<file path="config.mk">
export PLATFORM = sky130hd
export DESIGN_NAME = env_buf_delay_flags
export DESIGN_NICKNAME = d
export VERILOG_FILES = /design/src/rtl/env_flag_pkg.sv /design/src/rtl/env_wr_decode.sv /design/src/rtl/env_chan_flags.sv /design/src/rtl/env_buf_delay_flags.sv
export SDC_FILE = /design/constraint.sdc
export NUM_CORES = 1
export LEC_CHECK = 0
export ABC_AREA = 1
export BUFFER_PORTS_ARGS = -buffer_cell sky130_fd_sc_hd__buf_2
export CAP_MARGIN = 20
export CORE_MARGIN = 1.5
export CORE_UTILIZATION = 50
export CTS_CLUSTER_SIZE = 40
export DETAILED_ROUTE_END_ITERATION = 12
export GPL_TIMING_DRIVEN = 0
export PLACE_DENSITY = 0.87
export SYNTH_ARGS = -nofsm -noshare
export SYNTH_HDL_FRONTEND = slang
export SYNTH_SLANG_ARGS = --single-unit
</file>
<file path="constraint.sdc">
create_clock -name clk -period 2.6 [get_ports clk]
set_clock_uncertainty 0.2 [all_clocks]
set_input_delay 0.52 -clock clk [delete_from_list [all_inputs] [get_ports clk]]
set_output_delay 0.52 -clock clk [all_outputs]
set_load 0.005 [all_outputs]
</file>
<file path="src/rtl/env_flag_pkg.sv">
// Package: shared constants and types for the envelope buffer/delay flag block.
// Assumes a single write port whose target is picked by a one-bit select.
package env_flag_pkg;

    // Write target select values
    typedef enum logic {
        TGT_BUF_TOGGLE = 1'b0,
        TGT_DLY_SET    = 1'b1
    } wr_target_e;

    localparam int unsigned DEF_CHANNELS = 32;

endpackage

</file>
<file path="src/rtl/env_wr_decode.sv">
// Module: env_wr_decode
// Turns one register write into per-channel request vectors: toggle requests
// for the buffer-select flags and set requests for the delay flags.
// Assumes wr_data bit n addresses channel n; the decode is purely combinational.
module env_wr_decode
    import env_flag_pkg::*;
#(
    parameter int unsigned CH = DEF_CHANNELS
) (
    input  logic          clk,
    input  logic          rst_n,
    input  logic          wr_en,
    input  logic          wr_sel,
    input  logic [CH-1:0] wr_data,
    output logic [CH-1:0] tog_req,
    output logic [CH-1:0] dset_req
);

    // Route the write data to whichever flag set the select names
    always_comb begin
        tog_req  = '0;
        dset_req = '0;
        if (wr_en) begin
            if (wr_sel == TGT_BUF_TOGGLE) tog_req  = wr_data;
            else                          dset_req = wr_data;
        end
    end

    // a single write never feeds both flag sets
    a_r2_one_target: assert property (@(posedge clk) disable iff (!rst_n)
        !((|tog_req) && (|dset_req)));

    // no delay-set request appears without a delay-target write
    a_r7_dset_needs_write: assert property (@(posedge clk) disable iff (!rst_n)
        (|dset_req) |-> (wr_en && wr_sel));

endmodule

</file>
<file path="src/rtl/env_chan_flags.sv">
// Module: env_chan_flags
// Flag state for one channel: the buffer-select bit, the delay bit and the
// registered force-switch pulse. Stop has the highest priority. Software and
// hardware toggles in the same cycle merge into one toggle.
// Assumes hw_chg_dly is meaningful only while hw_chg is high.
module env_chan_flags (
    input  logic clk,
    input  logic rst_n,
    input  logic sw_toggle,
    input  logic sw_dly_set,
    input  logic hw_chg,
    input  logic hw_chg_dly,
    input  logic stop,
    output logic buf_q,
    output logic dly_q,
    output logic force_q
);

    // Update the channel flags; stop clears, otherwise toggle and load the delay bit
    always_ff @(posedge clk) begin
        if (!rst_n) begin
            buf_q   <= 1'b0;
            dly_q   <= 1'b0;
            force_q <= 1'b0;
        end else if (stop) begin
            buf_q   <= 1'b0;
            dly_q   <= 1'b0;
            force_q <= 1'b0;
        end else begin
            if (sw_toggle || hw_chg) buf_q <= ~buf_q;
            if (hw_chg)              dly_q <= hw_chg_dly | sw_dly_set;
            else if (sw_dly_set)     dly_q <= 1'b1;
            force_q <= sw_toggle;
        end
    end

    // any toggle source flips the flag exactly once
    a_r4_single_toggle: assert property (@(posedge clk) disable iff (!rst_n)
        ((sw_toggle || hw_chg) && !stop) |=> (buf_q != $past(buf_q)));

    // with no source and no stop the flag is stable
    a_r3_buf_stable: assert property (@(posedge clk) disable iff (!rst_n)
        (!sw_toggle && !hw_chg && !stop) |=> $stable(buf_q));

    // delay bit holds without an event, a set or a stop
    a_r6_dly_hold: assert property (@(posedge clk) disable iff (!rst_n)
        (!hw_chg && !sw_dly_set && !stop) |=> $stable(dly_q));

    // a software set always leaves the delay bit high unless stopped
    a_r7_dly_set: assert property (@(posedge clk) disable iff (!rst_n)
        (sw_dly_set && !stop) |=> dly_q);

    // the force pulse follows a software toggle and lasts one clock
    a_r5_force_pulse: assert property (@(posedge clk) disable iff (!rst_n)
        (sw_toggle && !stop) |=> force_q);
    a_r5_force_only_sw: assert property (@(posedge clk) disable iff (!rst_n)
        !sw_toggle |=> !force_q);

    // stop clears both flags and the pulse
    a_r9_stop_clears: assert property (@(posedge clk) disable iff (!rst_n)
        stop |=> (!buf_q && !dly_q && !force_q));

endmodule

</file>
<file path="src/rtl/env_buf_delay_flags.sv">
// Module: env_buf_delay_flags (top)
// Per-channel envelope buffer-select and delay-mode flags for CH channels.
// A write decoder feeds one flag cell per channel. The address engine hold
// output mirrors the delay flag.
// Assumes all inputs are synchronous to clk; stop and events are one-clock pulses.
module env_buf_delay_flags
    import env_flag_pkg::*;
#(
    parameter int unsigned CH = DEF_CHANNELS
) (
    input  logic          clk,
    input  logic          rst_n,
    input  logic          wr_en,
    input  logic          wr_sel,
    input  logic [CH-1:0] wr_data,
    input  logic [CH-1:0] chg_evt,
    input  logic [CH-1:0] chg_dly,
    input  logic [CH-1:0] chan_stop,
    output logic [CH-1:0] buf_sel,
    output logic [CH-1:0] dly_flag,
    output logic [CH-1:0] addr_hold,
    output logic [CH-1:0] force_sw
);

    logic [CH-1:0] tog_req;
    logic [CH-1:0] dset_req;

    env_wr_decode #(.CH(CH)) u_dec (
        .clk      (clk),
        .rst_n    (rst_n),
        .wr_en    (wr_en),
        .wr_sel   (wr_sel),
        .wr_data  (wr_data),
        .tog_req  (tog_req),
        .dset_req (dset_req)
    );

    // One flag cell per channel
    for (genvar g = 0; g < CH; g++) begin : g_ch
        env_chan_flags u_cell (
            .clk        (clk),
            .rst_n      (rst_n),
            .sw_toggle  (tog_req[g]),
            .sw_dly_set (dset_req[g]),
            .hw_chg     (chg_evt[g]),
            .hw_chg_dly (chg_dly[g]),
            .stop       (chan_stop[g]),
            .buf_q      (buf_sel[g]),
            .dly_q      (dly_flag[g]),
            .force_q    (force_sw[g])
        );
    end

    // Hold the address engine while the channel is in delay mode
    assign addr_hold = dly_flag;

    // everything is idle in the cycle after reset
    a_r1_reset_idle: assert property (@(posedge clk)
        !rst_n |=> (buf_sel == '0 && dly_flag == '0 && force_sw == '0));

    // an event with a delay attribute lands in the delay flag
    a_r6_evt_loads: assert property (@(posedge clk) disable iff (!rst_n)
        (|(chg_evt & chg_dly & ~chan_stop)) |=> (|dly_flag));

endmodule

</file>
# --- After elaboration in Yosys (flattened, before gate mapping) ---
# Cells that the tools add are included.
# Widths: inputs -> output; s select.
op_classes:
  n_addsub: 0
  mul: 0
  order_cmp: 0
  eq_ne: 0
  reduce_logical: 96
  n_bitwise: 65
  shift: 0
  n_div: 0
  n_mux: 68
ops:
  columns: ["cell", "n"]
  rows:
  - ["$mux 32", 4]
  - ["$mux 1", 64]
  - ["$reduce_bool 2->1", 32]
  - ["$reduce_or 2->1", 32]
  - ["$not 1->1", 33]
  - ["$logic_or 1x1->1", 32]
  - ["$or 1x1->1", 32]
totals:
  latchBits: 0
  ff_bits: 96
  output_inout_bits: 128
  elab_cells: 325
  mem_bits_rw: 0
  n_memories: 0
  mem_bits_ro: 0

# --- Longest topological paths before layout ---
logic_depth:
  depth_word: 4
  ltp_mapped: 6

# --- Hierarchy ---
# From an unflattened synthesis, not the netlist that was laid out.
hier_totals:
  cells_unflattened: 809
  hier_area_um2: 4893.4
modules_own_cells:
  columns: ["module", "seq_area_each_um2", "cells_each", "area_each_um2", "n_inst"]
  rows:
  - ["env_chan_flags", 60.1, 21, 132.6, 32]
  - ["env_wr_decode", 0.0, 105, 409.1, 1]
  - ["env_buf_delay_flags", 0.0, 32, 240.2, 1]

# --- Least setup slack after synthesis ---
# Ideal clock, no wire load.
synth_path:
  path_kind: "input-to-reg"
  startpoint: "input port wr_en"
  endpoint: "register g_ch[0].u_cell.dly_q"
  setup_slack_ns: 1.215
  cell_stages: 6
  t_arrival_ns: 1.063
  t_required_ns: 2.278
  n_path_buf: 2
  setup_ns: 0.122
  path_cell_list: "buf_4 -> nand2_2 -> clkinv_2 -> buf_6 -> nand2_1 -> a21oi_2"
synth_between:
  elab_chain_cells: 3
  word_cells_on_any_way: 4
  classes_between: "mux (2); bitwise (1); reduce/logical (1)"
synth_lines:
  columns: ["item", "line", "rtl"]
  rows:
  - ["from (decl)", "env_buf_delay_flags.sv:13", "input logic wr_en,"]
  - ["$mux 32 (*)", "env_wr_decode.sv:23", "if (wr_en) begin"]
  - ["$or 1x1->1", "env_chan_flags.sv:31", "if (hw_chg) dly_q <= hw_chg_dly | sw_dly_set;"]
  - ["$mux 1", "env_chan_flags.sv:31", null]
  - ["to (signal assigned)", "env_chan_flags.sv:31", null]
  - ["to (decl)", "env_chan_flags.sv:15", "output logic dly_q,"]
# Every way passes the cells marked *; elsewhere a longest branch is shown, timed or not.
# A chain may end at the register's enable or synchronous reset.

# --- Worst setup path in the final report ---
layout_path:
  startpoint: "register g_ch[29].u_cell.dly_q"
  endpoint: "output port addr_hold[29]"
layout_rtl:
  columns: ["item", "line", "rtl"]
  rows:
  - ["from (decl)", "env_chan_flags.sv:15", null]
  - ["from (signal assigned)", "env_chan_flags.sv:31", null]
  - ["to (decl)", "env_buf_delay_flags.sv:21", "output logic [CH-1:0] addr_hold,"]
# No word-level cell between the ends.

==> results.py <==
metrics = {
    "outcome": {
        "outcome": "completed",
    },
    "synth": {
        "synth_warnings": 0,
        "synth.avg_cell_area_um2": 7.14,
        "synth_top_family_by_area": "buffers and inverters",
        "synth_compound_area_share_pct": 11.2,
        "synth_adder_area_share_pct": 0,
        "yosysSeqAreaShare_pct": 37.3,
        "synth-xor-area-share_pct": 0,
        "syn_area_mm2": 0.00515,
        "yosys.area_share.simple_pct": 20.9,
        "ys_types": 16,
        "syn_nets": 853,
        "synth-seq-cells": 96,
        "synthMuxAreaShare_pct": 0,
        "synth_cells": 721,
    },
    "sta": {
        "fin_setup_tns_ns": 0,
        "whs_ns": 0.195,
        "drv_slew": 0,
        "finalSetupViolations": 0,
        "worstMarginPinSlew_ns": 0.264,
        "hold_viol": 0,
        "fmax_mhz": 583,
        "rsz0062_at_grt": "false",
        "timing.final.crit_share_pct": 65.9,
        "slew_headroom_pct": 82.2,
        "post-route-min-period_ns": 1.71,
    },
    "clock_network": {
        "cts.repair.resized": 0,
        "clkSinkCount": 96,
        "cts_root_buf": "clkbuf_8",
        "cts_setup_buffers": 0,
        "clkTransAtPathRegs_ns": 0.09,
        "cts_tree": "yes",
        "cts_buffers": 9,
        "htreeDepth": 3,
        "clk_latency_ns": 0.36,
        "cts-hold-fix-buffers": 0,
        "cts_buffer_depth": 2,
    },
    "pwr": {
        "ir_drop_uv": 306,
        "total_power_mw": 3.45,
        "leakage_nw": 3.99,
        "power.density_mw_per_mm2": 501,
    },
    "grt": {
        "grt_overflow": 0,
        "antenna_found_initial": 1,
        "grt_pass1_vias": 4681,
        "grt_max_degree": 16,
        "grt_pass1_wl_um": 20600,
        "grt_use_total_pct": 23.4,
    },
    "worst_setup_path": {
        "cp_max_fo": 3,
        "cp.required_ns": 1.88,
        "r2r_cells": 2,
        "start_kind": "flip-flop",
        "path_class": "flip-flop to output pin",
        "critPathLaunch": "g_ch[29].u_cell.dly_q",
        "cp.arrival_ns": 0.99,
        "crit_path_end_kind": "output pin",
        "r2r-start": "g_ch[20].u_cell.dly_q",
    },
    "final_layout": {
        "syn_to_final_growth_pct": 33.6,
        "fin_nets": 1122,
        "fin_util_pct": 69.7,
        "final_cell_mix": "buf_2 (261), buf_4 (132), inv_1 (129)",
        "layout-drive-gt1-share_pct": 45.2,
        "final_common_cell": "buf_2",
    },
    "route": {
        "drc": 0,
        "vias": 5007,
        "viasPerCell": 4.43,
        "first_iter_violations": 179,
        "wire_per_inst_um": 11.4,
        "dr.pass1.iters": 5,
        "totalWireLength_um": 12900,
        "ant_nets": 0,
    },
    "hold_path": {
        "holdCritPathClass": "input port to flip-flop",
        "hold_depth": 4,
        "hp-start": "chan_stop[4]",
    },
    "placed_design": {
        "globalplace.congestion": 0.874,
        "port_buffers": 258,
        "dp_hpwl_um": 10300,
    },
    "floorplanning": {
        "die_w_um": 104,
        "start_util_pct": 52.2,
        "die-area_mm2": 0.0109,
        "die_y_um": 104,
        "rows": 36,
        "fp.coreArea_mm2": 0.00986,
        "io_pins": 260,
    },
    "job": {
        "maxCapViolCount": 0,
    },
}
## report_power, final
part / internal [mW] / leakage (nW) / total [mW] / switching (mW)
Sequential: 1.53 / 0.785 / 1.57 / 0.0367
Clock: 0.759 / 0.136 / 1.27 / 0.515
Combinational: 0.318 / 3.07 / 0.606 / 0.287
Total: 2.61 / 3.99 / 3.45 / 0.839
## sequential cells by signal, indices dropped and copies added (netlist names)
| name | count |
|---|---|
| g_ch.u_cell.buf_q | 32 |
| g_ch.u_cell.dly_q | 32 |
| g_ch.u_cell.force_q | 32 |
## final cells by class
class	count	area (um2)
fillers	852	2990
flip-flops and latches	96	1920
inverters	131	493
plain buffers	141	1080
clock buffers	10	138
repair buffers	258	1290
diodes	1	2.50
multi-input cells	353	1660
clock inverters	6	130
well taps	133	166
## final timing paths
kind	slack (ns)	to
min reg2reg	0.33	g_ch[25].u_cell.buf_q
max reg2reg	1.62	g_ch[20].u_cell.dly_q
min	0.20	g_ch[4].u_cell.buf_q
max	0.89	addr_hold[29]
## synth_stat cells
| cell type | instances | area share [%] |
|---|---|---|
| buf_4 | 132 | 19 |
| inv_1 | 129 | 9.4 |
| dfxtp_1 | 96 | 37 |
| nand2_1 | 96 | 7.0 |
| nor2_1 | 96 | 7.0 |
| nand3_1 | 58 | 5.6 |
| a21oi_1 | 38 | 3.7 |
| o21ai_0 | 32 | 3.1 |
| a21oi_2 | 26 | 4.4 |
| nand3_2 | 6 | 1.2 |
| buf_6 | 5 | 1.1 |
| buf_2 | 3 | 0.29 |
| buf_8 | 1 | 0.29 |
| clkinv_2 | 1 | 0.097 |
| inv_2 | 1 | 0.073 |
| nand2_2 | 1 | 0.12 |
## worst max-delay path, stage by stage (launching register included)
cell	delay [ns]
dfxtp_1	0.41
buf_4	0.14
buf_2	0.10
## metal layers
metal  global-route usage (%)  vias to the layer above  routed length, um
li1                         -                     2615                  -
met1                     26.0                     2180               5070
met2                     42.8                      187               6580
met3                     5.14                       25                888
met4                     9.82                        0                331
met5                        0                        -                  0
## per-stage QoR
stage,setup slack (ns),std cells,cell area (um2)
floorplan,1.21,721,5150
global placement,0.996,1112,6610
detailed placement,0.969,1112,6610
CTS,0.862,1128,6870
global route,0.832,1129,6880
finish,0.886,1129,6880
## logic make-up (layout without fill, tap and decap cells)
| kind of cell | after synthesis | count (layout) |
|---|---|---|
| other | 0 | 1 |
| AND/OR/NAND/NOR | 257 | 257 |
| AO/OA/AOI/OAI | 96 | 96 |
| buffers and inverters | 272 | 546 |
| flip-flops | 96 | 96 |
Note: power is estimated with default switching activity, not from simulation.
